[src/rtl/plx_pkg.sv]
`timescale 1ns/1ps
package plx_pkg;

    localparam int CELLS_PER_PAD = 3;
    localparam int CELL_CAP      = 0;
    localparam int CELL_DATA     = 1;
    localparam int CELL_EN       = 2;

    typedef enum logic [1:0] {
        STEP_HIGH  = 2'd0,
        STEP_FLOAT = 2'd1,
        STEP_LOW   = 2'd2
    } step_e;

    typedef enum logic [2:0] {
        SQ_LOAD_HIGH,
        SQ_ARMED_HIGH,
        SQ_LOAD_FLOAT,
        SQ_ARMED_FLOAT,
        SQ_LOAD_LOW,
        SQ_ARMED_LOW
    } seq_state_e;

    // Value the input cell must see in a given step; released pads pull up.
    function automatic logic step_expect(step_e s);
        return (s != STEP_LOW);
    endfunction

endpackage

[src/rtl/plx_pad_cell.sv]
`timescale 1ns/1ps
module plx_pad_cell #(
    parameter bit BONDED = 1'b1
) (
    input  logic drv_data,
    input  logic drv_en,
    input  logic use_ref,
    input  logic ref_in,
    output logic pad_level,
    output logic pin_level,
    output logic cap_bit
);

    // Loopback model: driven value when enabled, weak pull-up when released.
    always_comb begin
        pad_level = drv_en ? drv_data : 1'b1;
        cap_bit   = use_ref ? ref_in : pad_level;
    end

    generate
        if (BONDED) begin : g_bonded
            always_comb pin_level = pad_level;
        end else begin : g_unbonded
            always_comb pin_level = 1'b0;
        end
    endgenerate

endmodule

[src/rtl/plx_scan_chain.sv]
`timescale 1ns/1ps
module plx_scan_chain
    import plx_pkg::*;
#(
    parameter int NUM_PADS = 8
) (
    input  logic                clk,
    input  logic                rst_n,
    input  logic                do_shift,
    input  logic                do_capture,
    input  logic                do_update,
    input  logic                scan_in,
    input  logic [NUM_PADS-1:0] cap_bits,
    output logic                scan_out,
    output logic [NUM_PADS-1:0] drv_data,
    output logic [NUM_PADS-1:0] drv_en
);

    localparam int CHAIN_LEN = NUM_PADS * CELLS_PER_PAD;

    logic [CHAIN_LEN-1:0] shreg;
    logic [CHAIN_LEN-1:0] shreg_nxt;

    always_comb begin
        shreg_nxt = shreg;
        if (do_capture) begin
            for (int p = 0; p < NUM_PADS; p++) begin
                shreg_nxt[p*CELLS_PER_PAD + CELL_CAP] = cap_bits[p];
            end
        end else if (do_shift) begin
            shreg_nxt = {scan_in, shreg[CHAIN_LEN-1:1]};
        end
    end

    always_ff @(posedge clk or negedge rst_n) begin
        if (!rst_n) shreg <= '0;
        else        shreg <= shreg_nxt;
    end

    always_comb scan_out = shreg[0];

    generate
        for (genvar p = 0; p < NUM_PADS; p++) begin : g_hold
            always_ff @(posedge clk or negedge rst_n) begin
                if (!rst_n) begin
                    drv_data[p] <= 1'b0;
                    drv_en[p]   <= 1'b0;
                end else if (do_update) begin
                    drv_data[p] <= shreg[p*CELLS_PER_PAD + CELL_DATA];
                    drv_en[p]   <= shreg[p*CELLS_PER_PAD + CELL_EN];
                end
            end
        end
    endgenerate

    // serial input enters the far end of the chain
    a_r2_serial_entry: assert property (@(posedge clk) disable iff (!rst_n)
        (do_shift && !do_capture) |=> (shreg[CHAIN_LEN-1] == $past(scan_in)));

endmodule

[src/rtl/plx_sequencer.sv]
`timescale 1ns/1ps
module plx_sequencer
    import plx_pkg::*;
(
    input  logic  clk,
    input  logic  rst_n,
    input  logic  cap_go,
    input  logic  upd_go,
    output step_e step,
    output logic  armed,
    output logic  judge
);

    seq_state_e state;
    seq_state_e state_nxt;

    always_ff @(posedge clk or negedge rst_n) begin
        if (!rst_n) state <= SQ_LOAD_HIGH;
        else        state <= state_nxt;
    end

    always_comb begin
        state_nxt = state;
        unique case (state)
            SQ_LOAD_HIGH:   if (upd_go) state_nxt = SQ_ARMED_HIGH;
            SQ_ARMED_HIGH:  if (cap_go) state_nxt = SQ_LOAD_FLOAT;
            SQ_LOAD_FLOAT:  if (upd_go) state_nxt = SQ_ARMED_FLOAT;
            SQ_ARMED_FLOAT: if (cap_go) state_nxt = SQ_LOAD_LOW;
            SQ_LOAD_LOW:    if (upd_go) state_nxt = SQ_ARMED_LOW;
            SQ_ARMED_LOW:   if (cap_go) state_nxt = SQ_LOAD_HIGH;
            default:        state_nxt = SQ_LOAD_HIGH;
        endcase
    end

    always_comb begin
        step  = STEP_HIGH;
        armed = 1'b0;
        unique case (state)
            SQ_LOAD_HIGH:   begin step = STEP_HIGH;  armed = 1'b0; end
            SQ_ARMED_HIGH:  begin step = STEP_HIGH;  armed = 1'b1; end
            SQ_LOAD_FLOAT:  begin step = STEP_FLOAT; armed = 1'b0; end
            SQ_ARMED_FLOAT: begin step = STEP_FLOAT; armed = 1'b1; end
            SQ_LOAD_LOW:    begin step = STEP_LOW;   armed = 1'b0; end
            SQ_ARMED_LOW:   begin step = STEP_LOW;   armed = 1'b1; end
            default:        begin step = STEP_HIGH;  armed = 1'b0; end
        endcase
        judge = cap_go && armed;
    end

    // update arms a loaded step
    a_r6_arm_on_update: assert property (@(posedge clk) disable iff (!rst_n)
        (upd_go && !cap_go && !armed) |=> armed);

    // capture of an armed step disarms and advances
    a_r6_advance_on_capture: assert property (@(posedge clk) disable iff (!rst_n)
        (cap_go && armed) |=> (!armed && step != $past(step)));

    // capture in a load state keeps the step
    a_r9_load_capture_keeps: assert property (@(posedge clk) disable iff (!rst_n)
        (cap_go && !armed) |=> (step == $past(step)));

endmodule

[src/rtl/pad_loopback_exerciser.sv]
`timescale 1ns/1ps
module pad_loopback_exerciser
    import plx_pkg::*;
#(
    parameter int                NUM_PADS    = 8,
    parameter logic [NUM_PADS-1:0] BONDED_MASK = '1
) (
    input  logic                clk,
    input  logic                rst_n,
    input  logic                shift_en,
    input  logic                capture_en,
    input  logic                update_en,
    input  logic                scan_in,
    input  logic [NUM_PADS-1:0] use_ref,
    input  logic [NUM_PADS-1:0] ref_in,
    output logic                scan_out,
    output logic [NUM_PADS-1:0] pad_drive,
    output logic [NUM_PADS-1:0] pad_oe,
    output logic [NUM_PADS-1:0] pin_level,
    output logic [NUM_PADS-1:0] mismatch,
    output logic [1:0]          step_code,
    output logic                armed
);

    logic                cap_go;
    logic                upd_go;
    logic                sh_go;
    logic                judge;
    step_e               step;
    logic [NUM_PADS-1:0] pad_level;
    logic [NUM_PADS-1:0] cap_bits;

    // Strobe priority: capture, then update, then shift.
    always_comb begin
        cap_go = capture_en;
        upd_go = update_en && !capture_en;
        sh_go  = shift_en && !capture_en && !update_en;
    end

    plx_sequencer u_seq (
        .clk    (clk),
        .rst_n  (rst_n),
        .cap_go (cap_go),
        .upd_go (upd_go),
        .step   (step),
        .armed  (armed),
        .judge  (judge)
    );

    plx_scan_chain #(.NUM_PADS(NUM_PADS)) u_chain (
        .clk        (clk),
        .rst_n      (rst_n),
        .do_shift   (sh_go),
        .do_capture (cap_go),
        .do_update  (upd_go),
        .scan_in    (scan_in),
        .cap_bits   (cap_bits),
        .scan_out   (scan_out),
        .drv_data   (pad_drive),
        .drv_en     (pad_oe)
    );

    generate
        for (genvar p = 0; p < NUM_PADS; p++) begin : g_pad
            plx_pad_cell #(.BONDED(BONDED_MASK[p])) u_pad (
                .drv_data  (pad_drive[p]),
                .drv_en    (pad_oe[p]),
                .use_ref   (use_ref[p]),
                .ref_in    (ref_in[p]),
                .pad_level (pad_level[p]),
                .pin_level (pin_level[p]),
                .cap_bit   (cap_bits[p])
            );

            // a released pad on the direct path is seen as high
            a_r4_release_reads_high: assert property (@(posedge clk) disable iff (!rst_n)
                (!pad_oe[p] && !use_ref[p]) |-> cap_bits[p]);
        end
    endgenerate

    always_ff @(posedge clk or negedge rst_n) begin
        if (!rst_n)     mismatch <= '0;
        else if (judge) mismatch <= cap_bits ^ {NUM_PADS{step_expect(step)}};
    end

    always_comb step_code = step;

    // pad drive is frozen unless an update wins
    a_r3_pads_frozen: assert property (@(posedge clk) disable iff (!rst_n)
        !upd_go |=> ($stable(pad_oe) && $stable(pad_drive)));

    // a capture strobe suppresses a coinciding update
    a_r10_capture_wins: assert property (@(posedge clk) disable iff (!rst_n)
        capture_en |=> $stable(pad_oe));

endmodule

[config.mk]
export PLATFORM = sky130hd
export DESIGN_NAME = pad_loopback_exerciser
export DESIGN_NICKNAME = d
export VERILOG_FILES = /design/src/rtl/plx_pkg.sv /design/src/rtl/plx_pad_cell.sv /design/src/rtl/plx_scan_chain.sv /design/src/rtl/plx_sequencer.sv /design/src/rtl/pad_loopback_exerciser.sv
export SDC_FILE = /design/constraint.sdc
export NUM_CORES = 1
export LEC_CHECK = 0
export CAP_MARGIN = 25
export CORE_ASPECT_RATIO = 0.7
export CORE_UTILIZATION = 45
export CTS_CLUSTER_SIZE = 8
export DETAILED_ROUTE_END_ITERATION = 10
export PLACE_DENSITY = 0.73
export REMOVE_ABC_BUFFERS = 1
export SLEW_MARGIN = 20
export SYNTH_ARGS = -nofsm -noshare
export SYNTH_HDL_FRONTEND = slang
export SYNTH_SLANG_ARGS = --single-unit
[constraint.sdc]
create_clock -name clk -period 1.75 [get_ports clk]
set_clock_uncertainty 0.1 [all_clocks]
set_input_delay 0.2625 -clock clk [delete_from_list [all_inputs] [get_ports clk]]
set_output_delay 0.2625 -clock clk [all_outputs]
set_load 0.01 [all_outputs]
==> out/results.tsv <==
stage	metric	value	unit
clock_tree	tritoncts	built	
global_routing	grt_overflow	0	
timing	hold_violations	0	
finish	n_antenna_cell	0	
job	cap_violations	0	
finish	nFillCells	460	
hold_path	hold_path_class	in2async	
synth	synth_top_area_share	49.28	%
global_routing	grt_pass1_vias	1784	
timing	setup_viol	0	
timing	fin_tns_setup	0	ps
clock_tree	h-tree-depth	2	
clock_tree	root_buffer	clkbuf_8	
synth	synth_common_cells	51 x dfrtp_1, 24 x buf_4, 23 x mux2_2	
worst_setup_path	worstSetupPathType	reg2out	
global_routing	grt_pass1_wl	9101	µm
timing	finalWorstSetupSlack	57.58	ps
synth	synth_top_cell_by_area	dfrtp_1	
synth	yosys_warnings	0	
pwr	combPwrFrac	41.4	%
floorplan	start_util	48.01	%
synth	postSynthAreaPerCell	12.27	µm²
finish	fin_nets	286	
worst_setup_path	cp-end-kind	primary output	
floorplan	io_pins	58	
timing	min_period	1692	ps
synth	synth_seq_cells	51	
finish	syn_to_final_growth	26.86	%
synth	ys_types	28	
synth	ys.flop_type	dfrtp_1	
worst_setup_path	worstPathArrival	1330	ps
placement	gp_congestion	0.8339	
detailed_routing	vias_per_cell	5.243	
synth	async_flop_share	100.0	%
worst_setup_path	r2r-start	u_seq.state[2]	
timing	slew_headroom	63.43	%
synth	postSynthCellCount	211	
detailed_routing	routed_wire_length_per_instance	16.45	µm
pwr	swShare	31.50	%
synth	netlist_top_cells_area	dfrtp_1 49%, mux2_2 10%, buf_4 7.0%, mux2_4 5.8%, nand3_1 4.1%	
placement	post-place-cells	322	
detailed_routing	drtIter0Drc	93	
worst_setup_path	worstPathRequired	1390	ps
placement	portBuffers	57	
worst_setup_path	path_max_fanout	4	
clock_tree	cts_buffers	5	
status	status	complete, no violations	
finish	drive_gt1_share	25.28	%
timing	slew_viol_final	0	
pwr	power_density	1447	nW/µm²
pwr	p_sw	1498	µW
timing	tightest_slew	548.6	ps
synth	synth_edf_count	0	
pwr	ir_drop	0.6712	mV
detailed_routing	drt_pass1_iterations	4	
worst_setup_path	worstSetupStartpointType	register	
detailed_routing	final_antenna_net_count	0	
synth	yosysSeqAreaShare	49.28	%
pwr	p_leak	0.001472	µW
detailed_routing	drc	0	
global_routing	grt_max_degree	30	
floorplan	dieArea	6068	µm²
worst_setup_path	cp-startpoint	u_chain.drv_data[6]	
placement	dp_hpwl	3879	µm
finish	register_area	1276	µm²
pwr	intPower	3257	µW
floorplan	die_y	65.48	µm
clock_tree	ctsLongestPathBuffers	2	
timing	rsz0062_at_grt	no	
finish	multi_input_area	1039	µm²
synth	netlist_area	2590	µm²
clock_tree	clock_latency	310	ps
detailed_routing	wl	5543	µm
timing	hold_slack	375.8	ps
clock_tree	path_clk_slew	90	ps
global_routing	track_usage	19.84	%
detailed_routing	vias	1767	
pwr	clockPowerShare	15.9	%
floorplan	die_width	92.68	µm
pwr	pwr-share-seq	42.8	%
clock_tree	cts_sinks	51	
floorplan	placementRows	22	
finish	post-route-util	60.90	%
synth	synth.most_common_cell	dfrtp_1	
floorplan	core_area	5395	µm²
global_routing	antenna_found_initial	0	
finish	layout.cells.non_filler	337	
placement	pre_cts_slack	-81.22	ps
timing	min_period_over_period	96.71	%
timing	fmax	590.9	MHz
## state kept, by name (all words and copies together) (netlist names)
name,cells
u_seq.state,3
mismatch,8
u_chain.drv_data,8
u_chain.drv_en,8
u_chain.shreg,24
## path summary, 6_finish.rpt
kind / to / slack [ps] / cells after the start
setup / recovery: pin_level[6] / 60 / 2
hold / removal: u_chain.drv_en[5] / 380 / 2
setup reg to reg: mismatch[7] / 180 / 6
hold reg to reg: u_chain.shreg[8] / 420 / 1
max in group asynchronous: u_chain.drv_en[2] / 620 / 3
min in group clk: u_chain.shreg[8] / 420 / 1
## power by group through the flow
stage / sequential, µW / combinational, µW / clock, µW
after floorplan: 2090 / 773 / 0
after global placement: 2050 / 1870 / 0
after detailed placement: 2070 / 1920 / 0
after CTS: 2030 / 1990 / 768
after global routing: 2110 / 2120 / 821
final: 2030 / 1970 / 754
## logic make-up (layout without fill, tap and decap cells)
group	Yosys count	after routing	synth area share [%]
AND/OR/NAND/NOR	59	59	14.78
flip-flops	51	51	49.28
multiplexers	41	41	18.89
buffers and inverters	34	88	10.63
AO/OA/AOI/OAI	25	25	6.087
XOR/XNOR	1	1	0.3382
## per-stage QoR
step                total power, µW  area, µm²
finish                         4755       3286
floorplan                      2860       2315
CTS                            4791       3263
global placement               3920       3115
detailed placement             3981       3115
global route                   5045       3286
## metal layers
layer	vias up	share of wire (%)	track usage, %
li1	833	-	-
met1	872	48	28.03
met2	54	44	31.11
met3	8	6.5	4.167
met4	0	1.4	5.385
met5	-	0	0
## worst max-delay path, cell delays in order, from the launching register on
cell	delay (ps)
dfrtp_1	410
nand2b_1	140
clkdlybuf4s50_1	470
## cells in the final DEF (no fill, tap or decap), types with 8 or more instances in the layout
master / n
mux2_2: 23
nand3_1: 21
o21ai_0: 16
dfrtp_1: 51
clkdlybuf4s50_1: 47
nand2b_1: 16
mux2i_1: 8
mux2_4: 10
buf_4: 20
## cell type report
| class | instances | share of cell area [%] |
|---|---|---|
| clock buffers | 7 | 2.932 |
| clock inverters | 1 | 0.2285 |
| multi-input cells | 126 | 31.61 |
| flip-flops and latches | 51 | 38.84 |
| well taps | 72 | 2.742 |
| repair buffers | 80 | 23.65 |
## repair_timing
item,CTS,global route
hold endpoints to repair,22,0
cloned,0,0
buffers inserted,5,1
gates resized for setup,3,6
hold buffers,1,0
endpoints found under the setup margin,4,6
pin swaps,0,0
(Power assumes the default switching activity.)
